<file path="config.mk">
export PLATFORM = sky130hd
export DESIGN_NAME = serial_eeprom_slave
export DESIGN_NICKNAME = d
export VERILOG_FILES = /design/src/rtl/eeprom_pkg.sv /design/src/rtl/eeprom_ctrl.sv /design/src/rtl/eeprom_dp.sv /design/src/rtl/serial_eeprom_slave.sv
export SDC_FILE = /design/constraint.sdc
export NUM_CORES = 2
export LEC_CHECK = 0
export BUFFER_PORTS_ARGS = -buffer_cell sky130_fd_sc_hd__buf_2
export CORE_UTILIZATION = 35
export CTS_CLUSTER_DIAMETER = 30
export DETAILED_ROUTE_END_ITERATION = 8
export GPL_ROUTABILITY_DRIVEN = 0
export PLACE_DENSITY = 0.54
export RECOVER_POWER = 50
export SKIP_LAST_GASP = 1
export SLEW_MARGIN = 20
export SYNTH_ARGS = -nofsm -noshare
export SYNTH_HDL_FRONTEND = slang
export SYNTH_SLANG_ARGS = --single-unit
</file>
<file path="constraint.sdc">
create_clock -name clk -period 3.3 [get_ports clk]
set_input_delay 0.33 -clock clk [delete_from_list [all_inputs] [get_ports clk]]
set_output_delay 0.33 -clock clk [all_outputs]
set_load 0.005 [all_outputs]
</file>
<file path="src/rtl/eeprom_pkg.sv">
package eeprom_pkg;

  typedef enum logic [2:0] {
    S_IDLE,
    S_DEV,
    S_WADR,
    S_WDAT,
    S_RD,
    S_RACK
  } busState_t;

  typedef struct packed {
    logic latchDev;
    logic loadAddr;
    logic pushData;
    logic commit;
    logic stepRead;
  } dpCmd_t;

endpackage

</file>
<file path="src/rtl/eeprom_ctrl.sv">
module eeprom_ctrl
  import eeprom_pkg::*;
#(
  parameter int ADDR_W = 8
) (
  input  logic       clk,
  input  logic       rstN,
  input  logic       sclIn,
  input  logic       sdaIn,
  input  logic [2:0] pinAddr,
  input  logic       busy,
  input  logic [7:0] rdByte,
  output dpCmd_t     cmd,
  output logic [7:0] rxByte,
  output logic       sdaOe
);
  localparam int HI_BITS = ADDR_W - 8;
  localparam logic [2:0] PIN_MASK = 3'(7 << HI_BITS);

  logic [1:0] sclSync, sdaSync;
  logic       sclPrev, sdaPrev;
  logic       sclNow, sdaNow, sclRise, sclFall, startDet, stopDet;
  busState_t  state;
  logic [3:0] bitCnt;
  logic [7:0] shiftReg;
  logic       ackDrive, rdDrive, isRead, masterAck, dataSeen, devMatch;
  logic [2:0] nextIdx;

  always_ff @(posedge clk or negedge rstN) begin
    if (!rstN) begin
      sclSync <= 2'b11;
      sdaSync <= 2'b11;
      sclPrev <= 1'b1;
      sdaPrev <= 1'b1;
    end else begin
      sclSync <= {sclSync[0], sclIn};
      sdaSync <= {sdaSync[0], sdaIn};
      sclPrev <= sclSync[1];
      sdaPrev <= sdaSync[1];
    end
  end

  assign sclNow   = sclSync[1];
  assign sdaNow   = sdaSync[1];
  assign sclRise  = sclNow & ~sclPrev;
  assign sclFall  = ~sclNow & sclPrev;
  assign startDet = sclNow & sclPrev & sdaPrev & ~sdaNow;
  assign stopDet  = sclNow & sclPrev & ~sdaPrev & sdaNow;
  assign devMatch = (shiftReg[7:4] == 4'b1010) &&
                    (((shiftReg[3:1] ^ pinAddr) & PIN_MASK) == 3'b000);
  assign nextIdx  = 3'd6 - bitCnt[2:0];
  assign rxByte   = shiftReg;
  assign sdaOe    = ackDrive | rdDrive;

  always_comb begin
    cmd = '0;
    if (stopDet && state == S_WDAT && dataSeen) cmd.commit = 1'b1;
    if (sclFall && !ackDrive && bitCnt == 4'd8) begin
      case (state)
        S_DEV:   cmd.latchDev = devMatch;
        S_WADR:  cmd.loadAddr = 1'b1;
        S_WDAT:  cmd.pushData = 1'b1;
        default: ;
      endcase
    end
    if (sclFall && state == S_RD && bitCnt == 4'd7) cmd.stepRead = 1'b1;
  end

  always_ff @(posedge clk or negedge rstN) begin
    if (!rstN) begin
      state     <= S_IDLE;
      bitCnt    <= '0;
      shiftReg  <= '0;
      ackDrive  <= 1'b0;
      rdDrive   <= 1'b0;
      isRead    <= 1'b0;
      masterAck <= 1'b0;
      dataSeen  <= 1'b0;
    end else if (startDet && !busy) begin
      state    <= S_DEV;
      bitCnt   <= '0;
      ackDrive <= 1'b0;
      rdDrive  <= 1'b0;
      dataSeen <= 1'b0;
    end else if (stopDet) begin
      state    <= S_IDLE;
      ackDrive <= 1'b0;
      rdDrive  <= 1'b0;
    end else begin
      case (state)
        S_DEV, S_WADR, S_WDAT: begin
          if (sclRise && !ackDrive && bitCnt != 4'd8) begin
            shiftReg <= {shiftReg[6:0], sdaNow};
            bitCnt   <= bitCnt + 4'd1;
          end else if (sclFall && ackDrive) begin
            ackDrive <= 1'b0;
            bitCnt   <= '0;
            if (state == S_DEV && isRead) begin
              state   <= S_RD;
              rdDrive <= ~rdByte[7];
            end else if (state == S_DEV) begin
              state <= S_WADR;
            end else begin
              state <= S_WDAT;
            end
          end else if (sclFall && bitCnt == 4'd8) begin
            if (state != S_DEV || devMatch) ackDrive <= 1'b1;
            else state <= S_IDLE;
            if (state == S_DEV) isRead <= shiftReg[0];
            if (state == S_WDAT) dataSeen <= 1'b1;
          end
        end
        S_RD: begin
          if (sclFall) begin
            if (bitCnt == 4'd7) begin
              rdDrive <= 1'b0;
              state   <= S_RACK;
            end else begin
              bitCnt  <= bitCnt + 4'd1;
              rdDrive <= ~rdByte[nextIdx];
            end
          end
        end
        S_RACK: begin
          if (sclRise) begin
            masterAck <= ~sdaNow;
          end else if (sclFall) begin
            if (masterAck) begin
              state   <= S_RD;
              bitCnt  <= '0;
              rdDrive <= ~rdByte[7];
            end else begin
              state <= S_IDLE;
            end
          end
        end
        default: ;
      endcase
    end
  end

  AST_QUIET_WHEN_BUSY: assert property (@(posedge clk) disable iff (!rstN)
    busy |-> !sdaOe);
  AST_STOP_RELEASES: assert property (@(posedge clk) disable iff (!rstN)
    stopDet |=> !sdaOe);
  AST_DRIVE_ON_FALL: assert property (@(posedge clk) disable iff (!rstN)
    !$stable(sdaOe) |-> $past(sclFall || startDet || stopDet));
  AST_NO_ACK_MISMATCH: assert property (@(posedge clk) disable iff (!rstN)
    (state == S_DEV && sclFall && !ackDrive && bitCnt == 4'd8 && !devMatch)
      |=> !sdaOe);

endmodule

</file>
<file path="src/rtl/eeprom_dp.sv">
module eeprom_dp
  import eeprom_pkg::*;
#(
  parameter int MEM_BYTES  = 256,
  parameter int PAGE_BYTES = 8,
  parameter int WR_CYCLES  = 16
) (
  input  logic       clk,
  input  logic       rstN,
  input  dpCmd_t     cmd,
  input  logic [7:0] rxByte,
  input  logic       wrProt,
  output logic [7:0] rdByte,
  output logic       busy
);
  localparam int ADDR_W = $clog2(MEM_BYTES);
  localparam int PG_W   = $clog2(PAGE_BYTES);
  localparam int CNT_W  = $clog2(WR_CYCLES + 1);

  logic [7:0]             mem     [MEM_BYTES];
  logic [7:0]             pageBuf [PAGE_BYTES];
  logic [PAGE_BYTES-1:0]  pageVal;
  logic [ADDR_W-1:0]      addrCnt;
  logic [2:0]             devHi;
  logic [CNT_W-1:0]       busyCnt;
  logic [PG_W-1:0]        offs;
  logic [ADDR_W-PG_W-1:0] pageSel;

  assign offs    = addrCnt[PG_W-1:0];
  assign pageSel = addrCnt[ADDR_W-1:PG_W];
  assign rdByte  = mem[addrCnt];
  assign busy    = (busyCnt != '0);

  always_ff @(posedge clk or negedge rstN) begin
    if (!rstN) begin
      addrCnt <= '0;
      devHi   <= '0;
      pageVal <= '0;
      busyCnt <= '0;
    end else begin
      if (cmd.latchDev) devHi <= rxByte[3:1];
      if (cmd.loadAddr) begin
        addrCnt <= ADDR_W'({devHi, rxByte});
        pageVal <= '0;
      end
      if (cmd.pushData) begin
        pageVal[offs]         <= 1'b1;
        addrCnt[PG_W-1:0]     <= offs + 1'b1;
      end
      if (cmd.stepRead) addrCnt <= addrCnt + 1'b1;
      if (cmd.commit) busyCnt <= CNT_W'(WR_CYCLES);
      else if (busy) busyCnt <= busyCnt - 1'b1;
    end
  end

  always_ff @(posedge clk) begin
    if (cmd.pushData) pageBuf[offs] <= rxByte;
    if (cmd.commit && !wrProt) begin
      for (int i = 0; i < PAGE_BYTES; i++) begin
        if (pageVal[i]) mem[{pageSel, PG_W'(i)}] <= pageBuf[i];
      end
    end
  end

  AST_PAGE_ROW_HELD: assert property (@(posedge clk) disable iff (!rstN)
    cmd.pushData |=> $stable(pageSel));
  AST_READ_WRAPS: assert property (@(posedge clk) disable iff (!rstN)
    (cmd.stepRead && addrCnt == {ADDR_W{1'b1}}) |=> (addrCnt == '0));
  AST_BUSY_FROM_COMMIT: assert property (@(posedge clk) disable iff (!rstN)
    $rose(busy) |-> $past(cmd.commit));

endmodule

</file>
<file path="src/rtl/serial_eeprom_slave.sv">
module serial_eeprom_slave
  import eeprom_pkg::*;
#(
  parameter int MEM_BYTES = 256,
  parameter int WR_CYCLES = 250000
) (
  input  logic       clk,
  input  logic       rstN,
  input  logic       sclIn,
  input  logic       sdaIn,
  input  logic [2:0] pinAddr,
  input  logic       wrProt,
  output logic       sdaOe
);
  localparam int ADDR_W     = $clog2(MEM_BYTES);
  localparam int PAGE_BYTES = (MEM_BYTES <= 256) ? 8 : 16;

  dpCmd_t     cmd;
  logic [7:0] rxByte, rdByte;
  logic       busy;

  eeprom_ctrl #(.ADDR_W(ADDR_W)) u_ctrl (
    .clk(clk), .rstN(rstN), .sclIn(sclIn), .sdaIn(sdaIn),
    .pinAddr(pinAddr), .busy(busy), .rdByte(rdByte),
    .cmd(cmd), .rxByte(rxByte), .sdaOe(sdaOe)
  );

  eeprom_dp #(.MEM_BYTES(MEM_BYTES), .PAGE_BYTES(PAGE_BYTES),
              .WR_CYCLES(WR_CYCLES)) u_dp (
    .clk(clk), .rstN(rstN), .cmd(cmd), .rxByte(rxByte),
    .wrProt(wrProt), .rdByte(rdByte), .busy(busy)
  );

endmodule

</file>
## Word level (Yosys, flattened, before mapping)

Memories as Yosys holds them, arrays and structs flattened.
Cells that the tools add are included.

| operators by class | value |
|---|---|
| $add $sub $neg | 5 |
| $lt $le $gt $ge | 3 |
| eq/ne operators | 30 |
| mux-type cells | 91 |
| bitwise gates (word level) | 20 |
| reduce and logical (&&, ||, !) cells | 41 |

Operators by type and width:

| operator | number |
|---|---|
| $mux 1 | 57 |
| $mux 3 | 13 |
| $mux 18 | 2 |
| $mux 4 | 9 |
| $mux 8 | 4 |
| $reduce_and 8->1 | 3 |
| $ne 4x1->1 const B | 5 |
| $reduce_bool 18->1 | 1 |
| $sub 18x1->18 const B | 1 |
| $logic_and 1x1->1 | 15 |
| $ne 3x1->1 const B | 4 |
| $pmux 4 s3 | 1 |
| $reduce_and 4->1 | 3 |
| $reduce_bool 4->1 | 3 |
| $not 1->1 | 10 |
| $reduce_bool 2->1 | 5 |
| $pmux 3 s3 | 1 |
| $add 8x1->8 const B | 1 |
| $eq 4x4->1 const B | 2 |
| $lt 3x4->1 const B | 2 |
| $ne 4x2->1 const B | 2 |
| $ne 4x4->1 const B | 2 |
| $or 8x8->8 | 1 |
| $and 1x1->1 | 7 |
| 29 further kinds | 36 |

| storage, ports and cells | value |
|---|---|
| register bits after elaboration | 60 |
| memory bits (writable) | 2112 |
| bits of input ports | 8 |
| memories | 2 |

Memory list:

| name | depth | width | read ports | clocked after memory_dff | wr ports | RTL line | text |
|---|---|---|---|---|---|---|---|
| u_dp.mem | 256 | 8 | 1 | 0 | 8 | eeprom_dp.sv:20 | `logic [7:0] mem [MEM_BYTES];` |
| u_dp.pageBuf | 8 | 8 | 8 | 0 | 1 | eeprom_dp.sv:21 | `logic [7:0] pageBuf [PAGE_BYTES];` |

## Depth between registers and ports, before layout

| logic depth | value |
|---|---|
| depth in word-level cells | 11 |
| depth in mapped cells | 16 |
| mapped depth without buffers | 11 |

## By module

Synthesis repeated with hierarchy kept, for this count alone.

| second synthesis, totals | value |
|---|---|
| cells, all modules | 4362 |
| area, all modules | 85069.1 um2 |

Modules (own cells, without submodules):

| module | instances | cells an instance | area each (um2) |
|---|---|---|---|
| eeprom_dp | 1 | 4210 | 83478.8 |
| eeprom_ctrl | 1 | 152 | 1590.3 |

## Worst setup path after synthesis

OpenSTA, ideal clock, no wires.

| timing | value |
|---|---|
| path type | register -> register |
| start | reg u_ctrl.sclSync[1] |
| end | mem u_dp.mem[112][0] (enable) |
| library setup time | 0.370 ns |
| arrival time | 2.508 ns |
| data required time | 2.930 ns |
| path slack | 0.422 ns |
| cell stages (with the launch flop) | 9 |
| period minus slack after synthesis | 2.878 ns |
| path through | dfstp_2 -> nand2_1 -> or2_2 -> or3_1 -> clkbuf_1 -> nor2_1 -> nand2_1 -> clkbuf_1 -> nor2_1 |

RTL lines:

| what | RTL line | text |
|---|---|---|
| start: declaration | eeprom_ctrl.sv:20 | `logic [1:0] sclSync, sdaSync;` |
| start signal: assignment | eeprom_ctrl.sv:36 | `sclSync <= {sclSync[0], sclIn};` |
| end: declaration | eeprom_dp.sv:20 |  |

## Worst setup path in the final report

| timing | value |
|---|---|
| start | reg u_dp.addrCnt[0] |
| end | reg u_ctrl.rdDrive |

| between the ends | value |
|---|---|
| word-level cells in the longest chain between the ends | 9 |
| elaborated cells between the ends (all ways) | 16 |
| those cells by class | mux (13); bitwise (2); memory (1) |

RTL lines:

| what | RTL line | text |
|---|---|---|
| start: declaration | eeprom_dp.sv:23 | `logic [ADDR_W-1:0] addrCnt;` |
| start signal: assignment | eeprom_dp.sv:43 | `addrCnt <= ADDR_W'({devHi, rxByte});` |
| start signal: indexed assignment | eeprom_dp.sv:48 | `addrCnt[PG_W-1:0] <= offs + 1'b1;` |
| start signal: assignment | eeprom_dp.sv:50 | `if (cmd.stepRead) addrCnt <= addrCnt + 1'b1;` |
| $mem_v2 256x8 (*) | n/a |  |
| $bmux 1 s3 | eeprom_ctrl.sv:120 | `rdDrive <= ~rdByte[nextIdx];` |
| $mux 1 (not written as such) | eeprom_ctrl.sv:120 |  |
| $not 1->1 | eeprom_ctrl.sv:120 |  |
| $mux 1 | eeprom_ctrl.sv:115 | `if (bitCnt == 4'd7) begin` |
| $mux 1 | eeprom_ctrl.sv:114 | `if (sclFall) begin` |
| $pmux 1 s3 (*) | eeprom_ctrl.sv:90 | `case (state)` |
| $mux 1 (*) | eeprom_ctrl.sv:85 | `end else if (stopDet) begin` |
| $mux 1 (*) | eeprom_ctrl.sv:79 | `end else if (startDet && !busy) begin` |
| end signal: assignment | eeprom_ctrl.sv:100 | `rdDrive <= ~rdByte[7];` |
| end signal: assignment | eeprom_ctrl.sv:120 |  |
| end signal: assignment | eeprom_ctrl.sv:131 | `rdDrive <= ~rdByte[7];` |
| end: declaration | eeprom_ctrl.sv:26 | `logic ackDrive, rdDrive, isRead, masterAck, dataSeen, devMatch;` |

Every way passes the cells marked *; elsewhere a longest branch is shown, timed or not. The select of a mux whose other input is x is not followed.
A chain may end at the register's enable or synchronous reset.

==> impl_results.md <==
- Status: finished with violations
- Violated checks: capacitance limit, slew limit, setup timing
- Critical Path RT: 4.19 ns
- Post-route cell area: 0.112 mm²
- Row Count: 180
- Final Cycle Share: 107%
- Critical Path Fanout Max: 5
- Die extent in x: 495 µm
- Largest net degree at the start of global routing: 41
- Final hold violation count: 0
- Share of layout cells above drive strength 1: 35.7%
- Highest clock rate: 282 MHz
- Post-synthesis sequential area ratio: 76.3%
- CP startpoint: u_dp.addrCnt[0]$_DFFE_PN0P_
- GR Overflow Total: 0
- Mapped Cells: 4358
- Cts bufs inserted: 462
- Global-route wire length before repair: 462000 µm
- TritonRoute pass-1 iters: 8
- I/O Pins: 9
- FF-to-FF Start: u_dp.addrCnt[0]$_DFFE_PN0P_
- Setup ws final: -0.247 ns
- Syn_nets: 4371
- H-Tree Depth: 5
- DRC Markers: 0
- Port Buf Inserts: 8
- Clk root buf: clkbuf_16
- Asr flop ratio synth: under 10%
- R2R Setup Slk: -0.25 ns
- Synth warn: 0
- P_leak: roughly 0.037 µW
- Die area: 0.245 mm²
- PD cells: 688 mW/mm²
- Slew headroom: -112%
- Synth Cell Area: 0.0851 mm²
- Slew @ Worst Pin: between 3 and 4 ns
- Min-Delay Startpoint: pinAddr[0]
- Drt via density: ~6
- Max Cap Violations: slightly below 80
- Synth area leader: edfxtp_1
- CTS Buffer Depth: 4
- Synth top area share: 74.5%
- Die height: 495 µm
- Finished Layout Cells: a little over 9000
- Starting Density: between 30% and 40%
- Initial DRC Count: around 12000
- All-layer global routing usage: 28.1%
- Critical path class: register to register
- Layout area overhead: 31.8%
- Number of synthesized flops with an enable pin: 2112
- Placed Cells: 8136
- Routed vias: 55190
- Clock tree sinks: 2172
- Netlist cell types: 74
- Element type at the critical path start: register
- Core area: around 0.24 mm²
- DR WL/cell: 38.4 µm
- Hold WC Path Type: input port to register
- RSZ-0062 raised after global routing: yes
- Area of the multi-input gates: 0.0193 mm²
- Post-DP HPWL: 201000 µm
- Max Clock Skew: roughly 0.082 ns
- Dpl ws: -0.872 ns
- Minimum clock period: 3.55 ns
- Worst Setup End Kind: register
- Area contributors post-synth: edfxtp_1 75%, mux4_2 9.4%, mux2i_1 3.8%
- WL final: 350000 µm
- Final setup violating endpoints: 44
- Worst EP arrival: 4.44 ns
- Fin. max-slew vios: 1844
- DRT antenna net count: 0
- Nets@finish: approximately 5500
- Synthesis-stage register bit count: 2172
- Initial antenna violation count: 74
- Worst skew pair latency: 1.00 ns
- Dpl cell area: 0.0954 mm²
- FF+latch area: 0.0649 mm²
- Syn Area/Cell: 19.5 µm²
- Largest vdd supply drop: around 0.62 mV
- CTS tree: built
- Vias in the first global route: 52710
- Top FF cell, synth: edfxtp_1
- Filler cell count: 20205
- Worst-path clk slew: 0.05 ns
## placed cells by master (no fill, tap or decap), drive strengths merged, types with 6 or more instances in the layout
cell / Yosys / layout
dfstp: 6 / 6
or2: 6 / 6
nor4: 8 / 8
a41oi: 9 / 9
o221ai: 18 / 18
xnor2: 13 / 13
buf: 138 / 811
and3: 22 / 22
nand2b: 14 / 14
clkinvlp: 0 / 58
mux2i: 320 / 320
clkinv: 1 / 182
nand3: 77 / 77
nand2: 176 / 176
nor2b: 10 / 10
dfrtp: 54 / 54
a21oi: 91 / 91
mux2: 62 / 62
o22ai: 30 / 30
a31oi: 12 / 12
a221oi: 13 / 13
nor2: 310 / 310
o21ai: 66 / 66
a22oi: 103 / 103
mux4: 377 / 377
inv: 12 / 36
a211oi: 15 / 15
o41ai: 15 / 15
clkbuf: 109 / 630
or3: 6 / 6
o22a: 6 / 6
and2: 7 / 7
nor3: 24 / 24
diode: 0 / 35
bufinv: 0 / 66
edfxtp: 2112 / 2112
nand4: 39 / 39
a21o: 10 / 10
a22o: 8 / 8
## flip-flops by register name, summed over array words and instances, names as in the netlist, 2 cells and up
register / flops
u_dp.pageBuf: 64
u_dp.pageVal: 8
u_dp.addrCnt: 8
u_dp.busyCnt: 18
u_ctrl.rxByte: 8
u_ctrl.sdaSync: 2
u_dp.mem: 2048
u_ctrl.state: 3
u_ctrl.sclSync: 2
u_ctrl.bitCnt: 4
## layer usage
| metal | up-vias | track usage [%] | share of wire [%] |
|---|---|---|---|
| met3 | 930 | 7.95 | 15 |
| met2 | 5268 | 41.6 | 44 |
| met4 | 12 | 12.6 | 4.9 |
| met5 | - | 0 | 0.026 |
| li1 | 20452 | - | - |
| met1 | 28528 | 38.6 | 36 |
## stage by stage
step           utilization (%)  power [µW]  setup TNS (ns)  hold slack [ns]
2_1_floorplan                -       31100               0           0.0344
3_3_place_gp              39.5       31600           -1.01            0.347
3_5_place_dp              39.6       31600          -0.872            0.349
4_1_cts                   46.4       77300          -0.118           0.0359
5_1_grt                   46.5       78700           -2.56            0.121
6_report                  46.5       77200           -2.21            0.117
## critical path, stage by stage (launching register included)
cell	delay, ns
dfrtp_4	0.43
buf_12	0.17
buf_8	0.15
buf_12	0.17
buf_8	0.13
buf_6	0.10
mux4_2	0.49
nand4_1	0.12
o211ai_1	0.11
nor3_2	0.41
nand4_1	0.33
buf_4	0.26
a2111oi_4	0.24
o311ai_2	0.13
a31oi_1	0.19
## power by group
group / internal (µW) / leakage (µW) / total [µW] / switching [µW]
registers: 30100 / 0.0198 / 30200 / 139
logic: 287 / 0.0101 / 931 / 644
clock network: 30900 / 0.00746 / 46100 / 15200
total: 61300 / 0.0374 / 77200 / 15900
## Yosys cell counts (all sizes together), types with 10 or more instances
master     n
nand3     77
nand2b    14
mux2      62
o21ai     66
a211oi    15
and3      22
o22ai     30
nand2    176
nor2     310
nand4     39
nor2b     10
a22oi    103
mux4     377
edfxtp  2112
a221oi    13
mux2i    320
a31oi     12
dfrtp     54
a21o      10
inv       12
buf      138
o221ai    18
clkbuf   109
a21oi     91
xnor2     13
o41ai     15
nor3      24
## area by class of cell
cell class | instances | share of cell area, %
antenna | 35 | 0.0781
inverter | 13 | 0.0457
timing repair buffer | 936 | 7.40
clock buffer | 514 | 10.6
tap | 3185 | 3.55
multi-input combinational | 1926 | 17.2
sequential | 2172 | 57.9
clock inverter | 329 | 3.26
## cells by family after synthesis
kind of cell	count (synthesis)	share of synthesized area (%)
compound gates	429	3.43
xor+xnor	14	0.144
fa+ha+maj	5	0.0735
buf+inv	260	1.66
flops	2172	76.3
mux	759	14.7
simple gates	719	3.75
## worst paths after layout
kind	end	cells after the start
max in group asynchronous	u_dp.busyCnt[11]$_DFFE_PN0P_	3
hold / removal	u_ctrl.ackDrive$_DFFE_PN0P_	6
min in group asynchronous	u_ctrl.rxByte[3]$_DFFE_PN0P_	2
hold reg to reg	u_ctrl.sdaSync[1]$_DFF_PN1_	0
setup reg to reg	u_ctrl.rdDrive$_DFFE_PN0P_	14
setup / recovery	u_ctrl.rdDrive$_DFFE_PN0P_	14
## what timing repair did
| item | in CTS | in global routing |
|---|---|---|
| gates resized for setup | 89 | 34 |
| pin swaps | 19 | 25 |
| endpoints found under the hold margin | 36 | 0 |
| gates cloned | 3 | 5 |
| buffers inserted | 38 | 48 |
| hold buffers | 5 | 0 |
| setup endpoints to repair | 1 | 1 |
(Power assumes the default switching activity.)
